File: config.mk
export PLATFORM = sky130hd
export DESIGN_NAME = bus_trace_qualifier
export DESIGN_NICKNAME = d
export VERILOG_FILES = /design/src/rtl/trq_pkg.sv /design/src/rtl/trq_cycle_fsm.sv /design/src/rtl/trq_event_tag.sv /design/src/rtl/trq_halt_timer.sv /design/src/rtl/bus_trace_qualifier.sv
export SDC_FILE = /design/constraint.sdc
export NUM_CORES = 1
export LEC_CHECK = 0
export BUFFER_PORTS_ARGS = -buffer_cell sky130_fd_sc_hd__buf_2
export CORE_MARGIN = 2
export CORE_UTILIZATION = 30
export CTS_CLUSTER_SIZE = 20
export DETAILED_ROUTE_END_ITERATION = 12
export PLACE_DENSITY_LB_ADDON = 0.1
export SLEW_MARGIN = 20
export SYNTH_ARGS = -nofsm -noshare
export SYNTH_HDL_FRONTEND = slang
export SYNTH_HIERARCHICAL = 1
export SYNTH_SLANG_ARGS = --single-unit
File: constraint.sdc
create_clock -name clk -period 2 [get_ports clk]
set_input_delay 0.4 -clock clk [delete_from_list [all_inputs] [get_ports clk]]
set_output_delay 0.4 -clock clk [all_outputs]
set_load 0.01 [all_outputs]
File: src/rtl/trq_pkg.sv
package trq_pkg;

    typedef enum logic [1:0] {
        CYC_IDLE    = 2'd0,
        CYC_STARTED = 2'd1,
        CYC_ACTIVE  = 2'd2
    } cyc_state_e;

    typedef enum logic [1:0] {
        ST_QUIET = 2'd0,
        ST_ONE   = 2'd1,
        ST_MANY  = 2'd2
    } stat_state_e;

endpackage

File: src/rtl/trq_cycle_fsm.sv
module trq_cycle_fsm
    import trq_pkg::*;
(
    input  logic clk,
    input  logic rst,
    input  logic cyc_start,
    input  logic addr_strobe,
    input  logic term,
    output logic sample_q,
    output logic abort_q,
    output logic bus_active
);

    cyc_state_e state, nxt;
    logic smp_d, abt_d;

    // next-state and output decode
    always_comb begin
        nxt   = state;
        smp_d = 1'b0;
        abt_d = 1'b0;
        unique case (state)
            CYC_IDLE: begin
                if (cyc_start) nxt = CYC_STARTED;
            end
            CYC_STARTED: begin
                if (addr_strobe) begin
                    if (term) begin
                        smp_d = 1'b1;
                        nxt   = CYC_IDLE;
                    end else begin
                        nxt = CYC_ACTIVE;
                    end
                end else begin
                    // started but never strobed: a cache hit took it
                    abt_d = 1'b1;
                    nxt   = cyc_start ? CYC_STARTED : CYC_IDLE;
                end
            end
            CYC_ACTIVE: begin
                if (term) begin
                    smp_d = addr_strobe;
                    nxt   = cyc_start ? CYC_STARTED : CYC_IDLE;
                end
            end
            default: nxt = CYC_IDLE;
        endcase
    end

    // state register
    always_ff @(posedge clk) begin
        if (rst) state <= CYC_IDLE;
        else     state <= nxt;
    end

    // registered outputs
    always_ff @(posedge clk) begin
        if (rst) begin
            sample_q <= 1'b0;
            abort_q  <= 1'b0;
        end else begin
            sample_q <= smp_d;
            abort_q  <= abt_d;
        end
    end

    assign bus_active = (state == CYC_ACTIVE);

    p_sample_needs_strobe_r2: assert property (@(posedge clk) disable iff (rst)
        sample_q |-> ($past(addr_strobe) && $past(term)));

    p_abort_without_strobe_r4: assert property (@(posedge clk) disable iff (rst)
        abort_q |-> (!$past(addr_strobe) && !sample_q));

endmodule

File: src/rtl/trq_event_tag.sv
module trq_event_tag
    import trq_pkg::*;
(
    input  logic clk,
    input  logic rst,
    input  logic pipe_status,
    input  logic pipe_refill,
    input  logic sample_q,
    output logic refill_q,
    output logic boundary_q,
    output logic exception_q
);

    stat_state_e state, nxt;
    logic bnd_ev, exc_ev;

    // status pulse-length decode
    always_comb begin
        nxt    = state;
        bnd_ev = 1'b0;
        exc_ev = 1'b0;
        unique case (state)
            ST_QUIET: begin
                if (pipe_status) nxt = ST_ONE;
            end
            ST_ONE: begin
                if (pipe_status) begin
                    nxt = ST_MANY;
                end else begin
                    bnd_ev = 1'b1;
                    nxt    = ST_QUIET;
                end
            end
            ST_MANY: begin
                if (!pipe_status) begin
                    exc_ev = 1'b1;
                    nxt    = ST_QUIET;
                end
            end
            default: nxt = ST_QUIET;
        endcase
    end

    always_ff @(posedge clk) begin
        if (rst) state <= ST_QUIET;
        else     state <= nxt;
    end

    // tags hold until the analyzer has taken one sample carrying them
    always_ff @(posedge clk) begin
        if (rst) begin
            refill_q    <= 1'b0;
            boundary_q  <= 1'b0;
            exception_q <= 1'b0;
        end else begin
            refill_q    <= pipe_refill | (refill_q    & ~sample_q);
            boundary_q  <= bnd_ev      | (boundary_q  & ~sample_q);
            exception_q <= exc_ev      | (exception_q & ~sample_q);
        end
    end

    p_refill_captured_r6: assert property (@(posedge clk) disable iff (rst)
        $past(pipe_refill) |-> refill_q);

    p_boundary_short_r7: assert property (@(posedge clk) disable iff (rst)
        $rose(boundary_q) |-> (!$past(pipe_status) && $past(pipe_status, 2)));

    p_exception_long_r8: assert property (@(posedge clk) disable iff (rst)
        $rose(exception_q) |-> ($past(pipe_status, 2) && $past(pipe_status, 3)));

endmodule

File: src/rtl/trq_halt_timer.sv
module trq_halt_timer #(
    parameter int TIMEOUT = 256
) (
    input  logic clk,
    input  logic rst,
    input  logic bus_active,
    output logic halt_q
);

    localparam int CW = $clog2(TIMEOUT + 1);
    localparam logic [CW-1:0] LAST = CW'(TIMEOUT - 1);

    logic [CW-1:0] cnt;

    always_ff @(posedge clk) begin
        if (rst) begin
            cnt    <= '0;
            halt_q <= 1'b1;
        end else if (!bus_active) begin
            cnt    <= '0;
            halt_q <= 1'b0;
        end else if (cnt == LAST) begin
            halt_q <= 1'b1;
        end else begin
            cnt <= cnt + 1'b1;
        end
    end

    p_halt_in_reset_r1: assert property (@(posedge clk)
        rst |=> halt_q);

    p_halt_only_when_stalled_r9: assert property (@(posedge clk) disable iff (rst)
        $rose(halt_q) |-> $past(bus_active));

endmodule

File: src/rtl/bus_trace_qualifier.sv
module bus_trace_qualifier #(
    parameter int TIMEOUT = 256,
    parameter int ACK_W   = 2
) (
    input  logic             clk,
    input  logic             rst,
    input  logic             cyc_start,
    input  logic             addr_strobe,
    input  logic [ACK_W-1:0] size_ack,
    input  logic             sync_term,
    input  logic             pipe_status,
    input  logic             pipe_refill,
    output logic             sample_en,
    output logic             abort_flag,
    output logic             refill_flag,
    output logic             boundary_flag,
    output logic             exception_flag,
    output logic             halt_flag
);

    logic term;
    logic bus_active;

    // any acknowledge line or the synchronous termination ends a cycle
    assign term = (|size_ack) | sync_term;

    trq_cycle_fsm u_cycle (
        .clk         (clk),
        .rst         (rst),
        .cyc_start   (cyc_start),
        .addr_strobe (addr_strobe),
        .term        (term),
        .sample_q    (sample_en),
        .abort_q     (abort_flag),
        .bus_active  (bus_active)
    );

    trq_event_tag u_tag (
        .clk         (clk),
        .rst         (rst),
        .pipe_status (pipe_status),
        .pipe_refill (pipe_refill),
        .sample_q    (sample_en),
        .refill_q    (refill_flag),
        .boundary_q  (boundary_flag),
        .exception_q (exception_flag)
    );

    trq_halt_timer #(.TIMEOUT(TIMEOUT)) u_halt (
        .clk        (clk),
        .rst        (rst),
        .bus_active (bus_active),
        .halt_q     (halt_flag)
    );

    p_reset_quiet_r1: assert property (@(posedge clk)
        rst |=> !(sample_en || abort_flag || refill_flag || boundary_flag || exception_flag));

endmodule

* After elaboration in Yosys (flattened, before gate mapping) *
Index checks and enable logic that the tools add are counted.

storage, ports and cells
  register bits = 19
  input port bits = 9
  output and inout port bits = 6

operators by class
  add/sub/neg operators = 1
  equal/unequal tests = 10
  multiplexer cells = 20
  bitwise logic cells = 10
  reductions and logical operators = 7

operators by type and width
  operator                                              number
  two-way mux 2 bit                                     7
  case mux 2 bit (3 select lines)                       2
  two-way mux 1 bit                                     10
  inequality test 2 bit (second input constant)         5
  adder 9 x 1 -> 9 bit (second input constant)          1
  equality test 9 x 8 -> 1 bit (second input constant)  1
  OR reduction 2 bit                                    3
  equality test 2 x 1 -> 1 bit (second input constant)  2
  equality test 2 bit (second input constant)           2
  zero test 2 bit                                       2
  bitwise OR 1 bit                                      4
  AND reduction 2 bit                                   2
  bitwise AND 1 bit                                     3
  inverter 1 bit                                        3
  case mux 1 bit (2 select lines)                       1

* Depth between registers and ports, before layout *
  depth in word-level cells = 5
  depth in mapped cells = 8

* By module *
The synthesis kept the hierarchy.

modules (own cells, without submodules)
  module               times used  cells an instance  area an instance (µm²)
  trq_halt_timer       1           49                 450.4
  trq_cycle_fsm        1           24                 232.7
  trq_event_tag        1           18                 175.2
  bus_trace_qualifier  1           1                  6.3

* Worst setup path after synthesis *
Ideal clock, no wire load.

  path type = reg2reg
  start = register u_halt.cnt[0]
  end = register u_halt.cnt[6]
  arrival time = 1642 ps
  required time = 1930 ps
  path slack = 287 ps
  cell stages (with the launch flop) = 8
  buffers on the path = 1
  cell sequence = dfxtp_1 -> ha_1 -> nand3_1 -> nor2_1 -> ha_1 -> buf_2 -> or4_1 -> a21oi_1

on the way
  cells in the longest elaborated chain, start to end = 1
  elaborated cells on any way between the ends = 2
  classes of those cells = add/sub: 1; eq/ne: 1

RTL lines
  element                                                                      RTL line                                    source
  start: declaration                                                           trq_halt_timer.sv:13                        logic [CW-1:0] cnt;
  start signal: assignment                                                     trq_halt_timer.sv:25                        cnt <= cnt + 1'b1;
  adder 9 x 1 -> 9 bit / equality test 9 x 8 -> 1 bit (equally long branches)  trq_halt_timer.sv:25, trq_halt_timer.sv:22

Several ways; a longest one is shown, not always the timed one.
A chain may end at the register's enable or synchronous reset.

* Worst setup path after layout *
Same ends and word-level chain as after synthesis.

==> metrics.txt <==
Async SR Flop Fraction=0%; Final setup viols=0; DP Worst Slack=0.252 ns; Gates resized, CTS repair=0; drt total wl=1440 um; yosys warns=6; Clock Tree Buf Depth=2; clock slew at reported path FFs=0.12 ns; Via Count=657; Max Slew Vio Count=0; Layout Nets=125; Synth top area share=44.0%; IO buf count=14; CTS Buf Count=3; Die Area=3330 um^2; FP Rows=19; drt wl/cell=10.3 um; period utilisation layout=88.3%; DR vias/cell=4.69; Clk Latency, worst-skew pair=0.30 ns; largest net degree at the start of global routing=13; final setup TNS=0 ns; critical path required time=2.23 ns; leakage=0.000423 uW; diodes inserted=0; CTS tree=done; Hold-fix buffers, CTS=0; Pre-antenna DRT Iters=3; RSZ-0062 raised after global routing=false; Avg Cell Area, Syn=9.40 um^2; Total GRT Usage=9.80%; Register-to-Register Setup Slack=0.23 ns; crit-path cells=ha_1 > nand3_1 > nor2_1 > ha_1 > or4_1 > a21oi_1; layout cell share with drive strength beyond 1=19.3%; Setup Skew=0.00535 ns; synth unique cells=27; Core Area=2760 um^2; FMAX=566 MHz; vias in the first global route=606; io pins=15; Syn Nets=107; DR DRC count=0; Peak VDD IR=0.280 mV; starting density of the core=31.4%; wire length on met1=756 um; Die Y=57.7 um; status=complete, no violations; CTS Root Cell=clkbuf_4; Post-Synthesis Cell Area=865 um^2; Yosys top cell by area=dfxtp_1; RePlAce Congestion=0.708; MaxCap Viol Count=0; clock sinks=19; Period minus WS final=1.77 ns; post-DP HPWL=1090 um; H-Tree Depth=1; Synth area leaders=dfxtp_1 (44%), ha_1 (8.7%), nand2b_1 (5.1%), a21oi_1 (4.6%), nor2b_1 (3.6%); count of final hold-check violations=0; sequential area share after synthesis=44.0%; Post-CTS Repair Setup Buffers=0; Fill cells=299; largest stage delay on the critical path=0.54 ns; global-route wire length before repair=2490 um; top_reg_cell synth=dfxtp_1; startpoint types=register; HP Class=primary input to register; Worst EP arrival=2.00 ns; met3 wire length=57 um; antenna violations before repair=0; die width=57.7 um; Worst path slowest cell=or4_1; post-route worst setup slack=0.235 ns; Mapped Cells=92; Slew headroom=76.6%; Layout area overhead=15.9%; CP max FO=7; number of synthesized flops with an enable pin=0; CP Capture Type=register; Least-Margin Pin Slew=0.351 ns; met2 wire len=612 um; remaining antenna violation count=0; most frequent CP cell=ha_1; total congestion overflow=0; critical path class=register to register; highest routed layer=met4; DR iter-0 viols=9; Pwr Density=638 nW/um^2; post-synthesis register bit count=19
-- power breakdown --
| group | switching (uW) | total [uW] | leakage [uW] | internal [uW] |
|---|---|---|---|---|
| Sequential | 5.10 | 392 | 0.000155 | 387 |
| Combinational | 21.4 | 44.4 | 0.000254 | 23.1 |
| Clock | 126 | 202 | 0.0000139 | 76.1 |
| Total | 153 | 639 | 0.000423 | 486 |
-- kinds of logic (layout without fill, tap and decap cells) --
group,after synthesis,after routing,synth area share [%]
compound gates,17,17,11.4
xor+xnor,4,4,4.05
fa+ha+maj,6,6,8.68
buf+inv,8,25,3.62
flops,19,19,44.0
mux,1,1,1.16
simple gates,37,37,27.1
-- registers in the layout, indices dropped and copies added (netlist names) --
signal	flops
u_tag/exception_q	1
u_tag/state	2
u_cycle/state	2
u_tag/boundary_q	1
u_halt/cnt	9
u_halt/halt_q	1
u_tag/refill_q	1
u_cycle/abort_q	1
u_cycle/sample_q	1
-- cell usage in the layout (no fill, tap or decap), types with 2 or more instances in the layout --
cell      instances
a21oi_1           8
o32ai_1           2
nor2b_1           5
xor2_1            3
nor2_1            8
buf_2            14
ha_1              6
nand2b_1          7
nand2_1           3
nand3_1           2
o21ai_0           5
or3_1             3
dfxtp_1          19
or4_1             2
clkbuf_4          3
inv_1             6
-- worst max-delay path: cells and delay by family (launching register included) --
| kind | cells | cell delay (ns) |
|---|---|---|
| AOI/OAI and AO/OA | 1 | 0.14 |
| adders and majority gates | 2 | 0.50 |
| DFF | 1 | 0.38 |
| and+or+nand+nor | 3 | 0.68 |
-- cell usage after synthesis (2+ instances only) --
cell      instances
a21oi_1           8
dfxtp_1          19
ha_1              6
inv_1             6
nand2_1           3
nand2b_1          7
nand3_1           2
nor2_1            8
nor2b_1           5
o21ai_0           5
o32ai_1           2
or3_1             3
or4_1             2
xor2_1            3
-- through the flow --
| stage | hold slack, ns | area, um^2 | power, uW | instances | utilization, % |
|---|---|---|---|---|---|
| after global placement | 0.419 | 972 | 446 | 136 | 35.3 |
| after global routing | 0.324 | 1000 | 674 | 140 | 36.3 |
| after floorplan | 0.411 | 865 | 425 | 92 | - |
| after CTS | 0.302 | 1000 | 657 | 140 | 36.3 |
| after detailed placement | 0.428 | 972 | 446 | 136 | 35.3 |
| final | 0.321 | 1000 | 639 | 140 | 36.3 |
-- cell type report --
cell class	instances	area, um^2	area share [%]
inverters	6	22.5	2.25
multi-input cells	65	453	45.2
flip-flops and latches	19	380	38.0
clock buffers	3	22.5	2.25
clock inverters	1	7.51	0.749
repair buffers	15	77.6	7.74
well taps	31	38.8	3.87
-- per-layer routing --
| metal | vias to the layer above | global-route usage [%] |
|---|---|---|
| li1 | 352 | - |
| met1 | 295 | 12.6 |
| met2 | 8 | 14.6 |
| met3 | 2 | 2.68 |
| met4 | 0 | 5.98 |
| met5 | - | 0 |
-- path summary, 6_finish.rpt --
check                 startpoint             end  cells after the start
setup / recovery   u_halt/cnt[0]   u_halt/cnt[6]                      6
hold / removal       pipe_refill  u_tag/refill_q                      3
setup reg to reg   u_halt/cnt[0]   u_halt/cnt[6]                      6
hold reg to reg   u_tag/state[0]  u_tag/state[0]                      1
No activity file was read; power rests on OpenSTA's default activity.
